$ cat src/rtl/dacw_pkg.sv
package dacw_pkg;
  localparam int FRAME_W = 16;
  localparam int MODE_W  = 2;
  localparam int CODE_W  = 10;

  typedef enum logic [1:0] {
    ST_IDLE  = 2'd0,
    ST_ARM   = 2'd1,
    ST_SHIFT = 2'd2,
    ST_GAP   = 2'd3
  } dacw_state_e;

  function automatic logic [FRAME_W-1:0] dacw_word(input logic [MODE_W-1:0] m,
                                                   input logic [CODE_W-1:0] c);
    return {2'b00, m, c, 2'b00};
  endfunction
endpackage

$ cat src/rtl/dacw_tick.sv
module dacw_tick #(
  parameter int HALF = 2
) (
  input  logic clk,
  input  logic rst_n,
  input  logic en,
  output logic tick
);
  localparam int CW = (HALF > 1) ? $clog2(HALF) : 1;

  logic [CW-1:0] cnt_q, cnt_d;

  assign tick = en && (cnt_q == CW'(HALF - 1));

  always_comb begin
    cnt_d = cnt_q;
    if (!en)       cnt_d = '0;
    else if (tick) cnt_d = '0;
    else           cnt_d = cnt_q + CW'(1);
  end

  always_ff @(posedge clk or negedge rst_n) begin
    if (!rst_n) cnt_q <= '0;
    else        cnt_q <= cnt_d;
  end
endmodule

$ cat src/rtl/dacw_shifter.sv
module dacw_shifter #(
  parameter int W = 16
) (
  input  logic         clk,
  input  logic         rst_n,
  input  logic         load,
  input  logic [W-1:0] load_val,
  input  logic         rise,
  input  logic         fall,
  output logic         msb,
  output logic         last_fall
);
  localparam int CW = $clog2(W);

  logic [W-1:0]  sh_q, sh_d;
  logic [CW-1:0] fcnt_q, fcnt_d;

  assign msb       = sh_q[W-1];
  assign last_fall = fall && (fcnt_q == CW'(W - 1));

  always_comb begin
    sh_d   = sh_q;
    fcnt_d = fcnt_q;
    if (load) begin
      sh_d   = load_val;
      fcnt_d = '0;
    end else begin
      if (rise && (fcnt_q != '0)) sh_d = {sh_q[W-2:0], 1'b0};
      if (fall) fcnt_d = last_fall ? '0 : fcnt_q + CW'(1);
    end
  end

  always_ff @(posedge clk or negedge rst_n) begin
    if (!rst_n) begin
      sh_q   <= '0;
      fcnt_q <= '0;
    end else begin
      sh_q   <= sh_d;
      fcnt_q <= fcnt_d;
    end
  end
endmodule

$ cat src/rtl/dacw_gap.sv
module dacw_gap #(
  parameter int CYC = 4
) (
  input  logic clk,
  input  logic rst_n,
  input  logic en,
  output logic expire
);
  localparam int CW = (CYC > 1) ? $clog2(CYC) : 1;

  logic [CW-1:0] cnt_q, cnt_d;

  assign expire = en && (cnt_q == CW'(CYC - 1));

  always_comb begin
    if (!en || expire) cnt_d = '0;
    else               cnt_d = cnt_q + CW'(1);
  end

  always_ff @(posedge clk or negedge rst_n) begin
    if (!rst_n) cnt_q <= '0;
    else        cnt_q <= cnt_d;
  end
endmodule

$ cat src/rtl/dacw_ctrl.sv
module dacw_ctrl
  import dacw_pkg::*;
#(
  parameter int SCLK_HALF  = 2,
  parameter int GAP_CYCLES = 4
) (
  input  logic              clk,
  input  logic              rst_n,
  input  logic              req_valid,
  output logic              req_ready,
  input  logic [MODE_W-1:0] req_mode,
  input  logic [CODE_W-1:0] req_code,
  output logic              busy,
  output logic              done,
  output logic              ser_clk,
  output logic              ser_frame,
  output logic              ser_data
);
  logic [1:0]  rsync_q;
  logic        rst_ni;
  dacw_state_e state_q, state_d;
  logic        sclk_q, sclk_d;
  logic        frame_q, frame_d;
  logic        done_q;
  logic        tick, rise, fall, msb, last_fall, gap_exp, accept, tick_en;

  // reset: asserted asynchronously, released after two clocks
  always_ff @(posedge clk or negedge rst_n) begin
    if (!rst_n) rsync_q <= 2'b00;
    else        rsync_q <= {rsync_q[0], 1'b1};
  end
  assign rst_ni = rsync_q[1];

  assign req_ready = (state_q == ST_IDLE) && rst_ni;
  assign accept    = req_valid && req_ready;
  assign busy      = (state_q != ST_IDLE);
  assign tick_en   = (state_q == ST_ARM) || (state_q == ST_SHIFT);
  assign rise      = (state_q == ST_SHIFT) && tick && !sclk_q;
  assign fall      = (state_q == ST_SHIFT) && tick && sclk_q;

  dacw_tick #(.HALF(SCLK_HALF)) u_tick (
    .clk(clk), .rst_n(rst_ni), .en(tick_en), .tick(tick)
  );

  dacw_shifter #(.W(FRAME_W)) u_shift (
    .clk(clk), .rst_n(rst_ni), .load(accept),
    .load_val(dacw_word(req_mode, req_code)),
    .rise(rise), .fall(fall), .msb(msb), .last_fall(last_fall)
  );

  dacw_gap #(.CYC(GAP_CYCLES)) u_gap (
    .clk(clk), .rst_n(rst_ni), .en(state_q == ST_GAP), .expire(gap_exp)
  );

  always_comb begin
    state_d = state_q;
    case (state_q)
      ST_IDLE:  if (accept)    state_d = ST_ARM;
      ST_ARM:   if (tick)      state_d = ST_SHIFT;
      ST_SHIFT: if (last_fall) state_d = ST_GAP;
      ST_GAP:   if (gap_exp)   state_d = ST_IDLE;
      default:                 state_d = ST_IDLE;
    endcase
    sclk_d  = (state_q == ST_SHIFT) ? (sclk_q ^ tick) : 1'b0;
    frame_d = (state_d == ST_ARM) || (state_d == ST_GAP);
  end

  always_ff @(posedge clk or negedge rst_ni) begin
    if (!rst_ni) begin
      state_q <= ST_IDLE;
      sclk_q  <= 1'b0;
      frame_q <= 1'b0;
      done_q  <= 1'b0;
    end else begin
      state_q <= state_d;
      sclk_q  <= sclk_d;
      frame_q <= frame_d;
      done_q  <= last_fall;
    end
  end

  assign ser_clk   = sclk_q;
  assign ser_frame = frame_q;
  assign ser_data  = (state_q == ST_SHIFT) && msb;
  assign done      = done_q;
endmodule

$ cat config.mk
export PLATFORM = sky130hd
export DESIGN_NAME = dacw_ctrl
export DESIGN_NICKNAME = d
export VERILOG_FILES = /design/src/rtl/dacw_pkg.sv /design/src/rtl/dacw_tick.sv /design/src/rtl/dacw_shifter.sv /design/src/rtl/dacw_gap.sv /design/src/rtl/dacw_ctrl.sv
export SDC_FILE = /design/constraint.sdc
export NUM_CORES = 1
export LEC_CHECK = 0
export ABC_CLOCK_PERIOD_IN_PS = 2100
export CORE_MARGIN = 2
export CORE_UTILIZATION = 58
export DETAILED_ROUTE_END_ITERATION = 8
export PLACE_DENSITY = 0.84
export SYNTH_ARGS = -nofsm -noshare
export SYNTH_HDL_FRONTEND = slang
export SYNTH_SLANG_ARGS = --single-unit
$ cat constraint.sdc
create_clock -name clk -period 2.1 [get_ports clk]
set_input_delay 0.315 -clock clk [delete_from_list [all_inputs] [get_ports clk]]
set_output_delay 0.315 -clock clk [all_outputs]
set_load 0.01 [all_outputs]
==> results by group <==
Outcome
  • Status: complete, no violations

Critical path
  • Worst path depth: 4
  • Slowest stage cell, crit path: clkdlybuf4s50_1
  • Worst setup startpoint: state_q[0]
  • CP delay by family, top: buffers and inverters
  • Crit-path max cell delay: between 0.5 and 0.6 ns
  • Critical Path Source Type: register
  • Reg-to-Reg Start: state_q[0]
  • Critical path class: reg -> out
  • Crit-path max FO: 4
  • CP cell instances: inv_2 -> ha_2 -> inv_1 -> clkdlybuf4s50_1
  • Arr. time, crit path: 1.61 ns
  • Worst Setup End Kind: output pin
  • Reg2reg path depth: 6
  • WP data required: between 1.5 and 2 ns
  • Critical path buffer and inverter count: 3

GRT
  • Overflow left after global routing: 0
  • GRT Max-Usage Layer: met2
  • Met1 Resource Use GR: 0.295
  • Antenna violations before repair: 0
  • Vias in the first global route: between 1000 and 1500
  • Total track usage: 0.232
  • First-pass GRT wire length: 5680 µm
  • Pin count of the biggest net entering global routing: 27
  • Met3 usage: 0.0419
  • Global Route met2 Usage: 0.386

Timing
  • Crit path time final: 1.92 ns
  • RSZ-0062 raised after global routing: no
  • Skew final: slightly below 0.007 ns
  • Fin. max-slew vios: 0
  • Tcrit/Tclk final: 0.916
  • Final setup vio count: 0
  • Achievable clock frequency: between 500 and 600 MHz
  • Final worst slack: 0.177 ns
  • Final hold violation count: 0
  • Post-route setup TNS: 0 ns

Clock tree
  • CTS root buf: clkbuf_4
  • Clock Latency Late Sink: approximately 0.33 ns
  • CTS sink cnt: 28
  • CTS H-Tree Depth: 1
  • CTS Hold Bufs: 0
  • CTS tree: yes
  • CTS max path bufs: 2
  • Num CTS Buffers: 3
  • Clk slew on worst S/H paths: 0.15 ns

Drt
  • WL final: 3180 µm
  • Final ANT Viol Nets: 0
  • Via count: 1166
  • WL/cell: approximately 16 µm
  • Vias per inst: ~5.9
  • Initial DRC Count: 33
  • DRT Pass-1 Iters: 4
  • DRC Markers: 0

Synth
  • Top cells by count, synth: dfrtp_1, nand2_1, o211ai_1, o211ai_2, ha_1
  • Area leader, netlist: dfrtp_1
  • Seq cells post-synth: 28
  • Post-synth EDFFs: 0
  • Sequential fraction of the synthesis area: 0.452
  • Synth Instances: about 140
  • Synth cell types: 34
  • Post-Syn Nets: 167
  • Async S/R FF share, synth: 1.00
  • Post-Syn Area: approximately 1600 µm²
  • Syn. warnings: 0
  • Synth area leaders: dfrtp_1, o211ai_2, ha_1
  • Yosys top cell area share: 0.452
  • Ys flop type: dfrtp_1
  • Synthesized area per cell: ~11 µm²

Floorplan
  • Initial Utilization: 0.620
  • Floorplan core area: between 2000 and 2500 µm²
  • Chip height: around 56 µm
  • Die footprint: between 3000 and 4000 µm²
  • Standard-cell rows: 18
  • Die W: between 50 and 60 µm
  • Top Ports: 21

Finish
  • Fin util: 0.722
  • Number of fill cells: 180
  • Net count, final: slightly below 200
  • P&R area growth vs syn: 16.5%
  • Multi-input gate area: between 700 and 800 µm²
  • FF/Latch Area: 701 µm²
  • Share of cells above drive strength 1: 0.190
  • ANT cells: 0
  • Fin area: about 1800 µm²

Hold path
  • Hold Crit Class: reg -> async

Placed design
  • Dpl ws: between 0.3 and 0.4 ns
  • GPL Wtd Cong: about 0.8
  • Post-DP Area: 1740 µm²
  • Input/output buffers: 20
  • Dpl hpwl: about 2300 µm

Power and ir drop
  • P_leak: 0.864 nW
  • Max VDD drop: 0.806 mV
  • Pwr Density: approximately 1000 nW/µm²

Run
  • Max-cap violations: 0
## path summary, 6_finish.rpt
check | endpoint | slack, ns
max | busy | 0.18
min | ser_frame | 0.07
max reg2reg | state_q[0] | 0.37
min reg2reg | ser_frame | 0.07
max in group asynchronous | ser_clk | 1.48
min in group clk | rsync_q[1] | 0.38
## placed cells by master (no fill, tap or decap), types with 3 or more instances in the layout
| cell type | instances |
|---|---|
| a21oi_1 | 7 |
| buf_4 | 8 |
| clkbuf_4 | 3 |
| clkdlybuf4s50_1 | 18 |
| dfrtp_1 | 28 |
| ha_1 | 8 |
| inv_1 | 3 |
| nand2_1 | 28 |
| nand3_1 | 4 |
| nor2_1 | 3 |
| o211ai_1 | 12 |
| o211ai_2 | 10 |
| o21ai_0 | 3 |
## worst register-to-register path, cell delays in order (launching register included)
cell	delay [ns]
dfrtp_1	0.44
buf_4	0.15
buf_4	0.13
ha_1	0.22
nor2b_1	0.18
a2111oi_2	0.41
a21oi_1	0.08
## routing by layer
layer | up-vias | share of wire
met5 | - | 0
met4 | 0 | 0.018
met2 | 27 | 0.51
li1 | 556 | -
met3 | 5 | 0.038
met1 | 578 | 0.44
## flip-flops by register name, summed over array words and instances, names as in the netlist
register and count:
done 1, rsync_q 2, ser_clk 1, ser_frame 1, state_q 2, u_gap.cnt_q 2
u_shift.fcnt_q 4, u_shift.sh_q 14, u_tick.cnt_q 1
## cell type report
class,instances,area share
clock buffer,4,0.0201
inverter,5,0.0104
multi-input combinational,103,0.414
sequential,28,0.388
tap,30,0.0208
timing repair buffer,28,0.147
## power by group
part	total (mW)	leakage, nW	switching [mW]	internal [mW]
clock	0.266	0.0210	0.160	0.106
combinational	0.827	0.479	0.429	0.398
sequential	0.798	0.364	0.103	0.695
## stage by stage
| stage | total power, mW | hold WS, ns | std cells |
|---|---|---|---|
| CTS | 1.87 | 0.0649 | 197 |
| finish | 1.89 | 0.0663 | 198 |
| global route | 2.04 | 0.0790 | 198 |
| global placement | 1.53 | 0.0511 | 191 |
| detailed placement | 1.58 | 0.0515 | 191 |
| floorplan | 1.37 | 0.0194 | 143 |
## kinds of logic after synthesis
logic type | Yosys count | synth area share
adders and majority gates | 9 | 0.0726
and+or+nand+nor | 52 | 0.181
DFF | 28 | 0.452
buffers and inverters | 12 | 0.0678
xor gates and xnor gates | 3 | 0.0170
AOI/OAI and AO/OA | 37 | 0.201
other | 1 | 0.00242
muxes | 1 | 0.00646
## repair_timing
| action | CTS | global route |
|---|---|---|
| resized for setup | 1 | 4 |
| cloned | 0 | 0 |
| buffers inserted | 2 | 1 |
| setup endpoints to repair | 2 | 2 |
(Power assumes the default switching activity.)
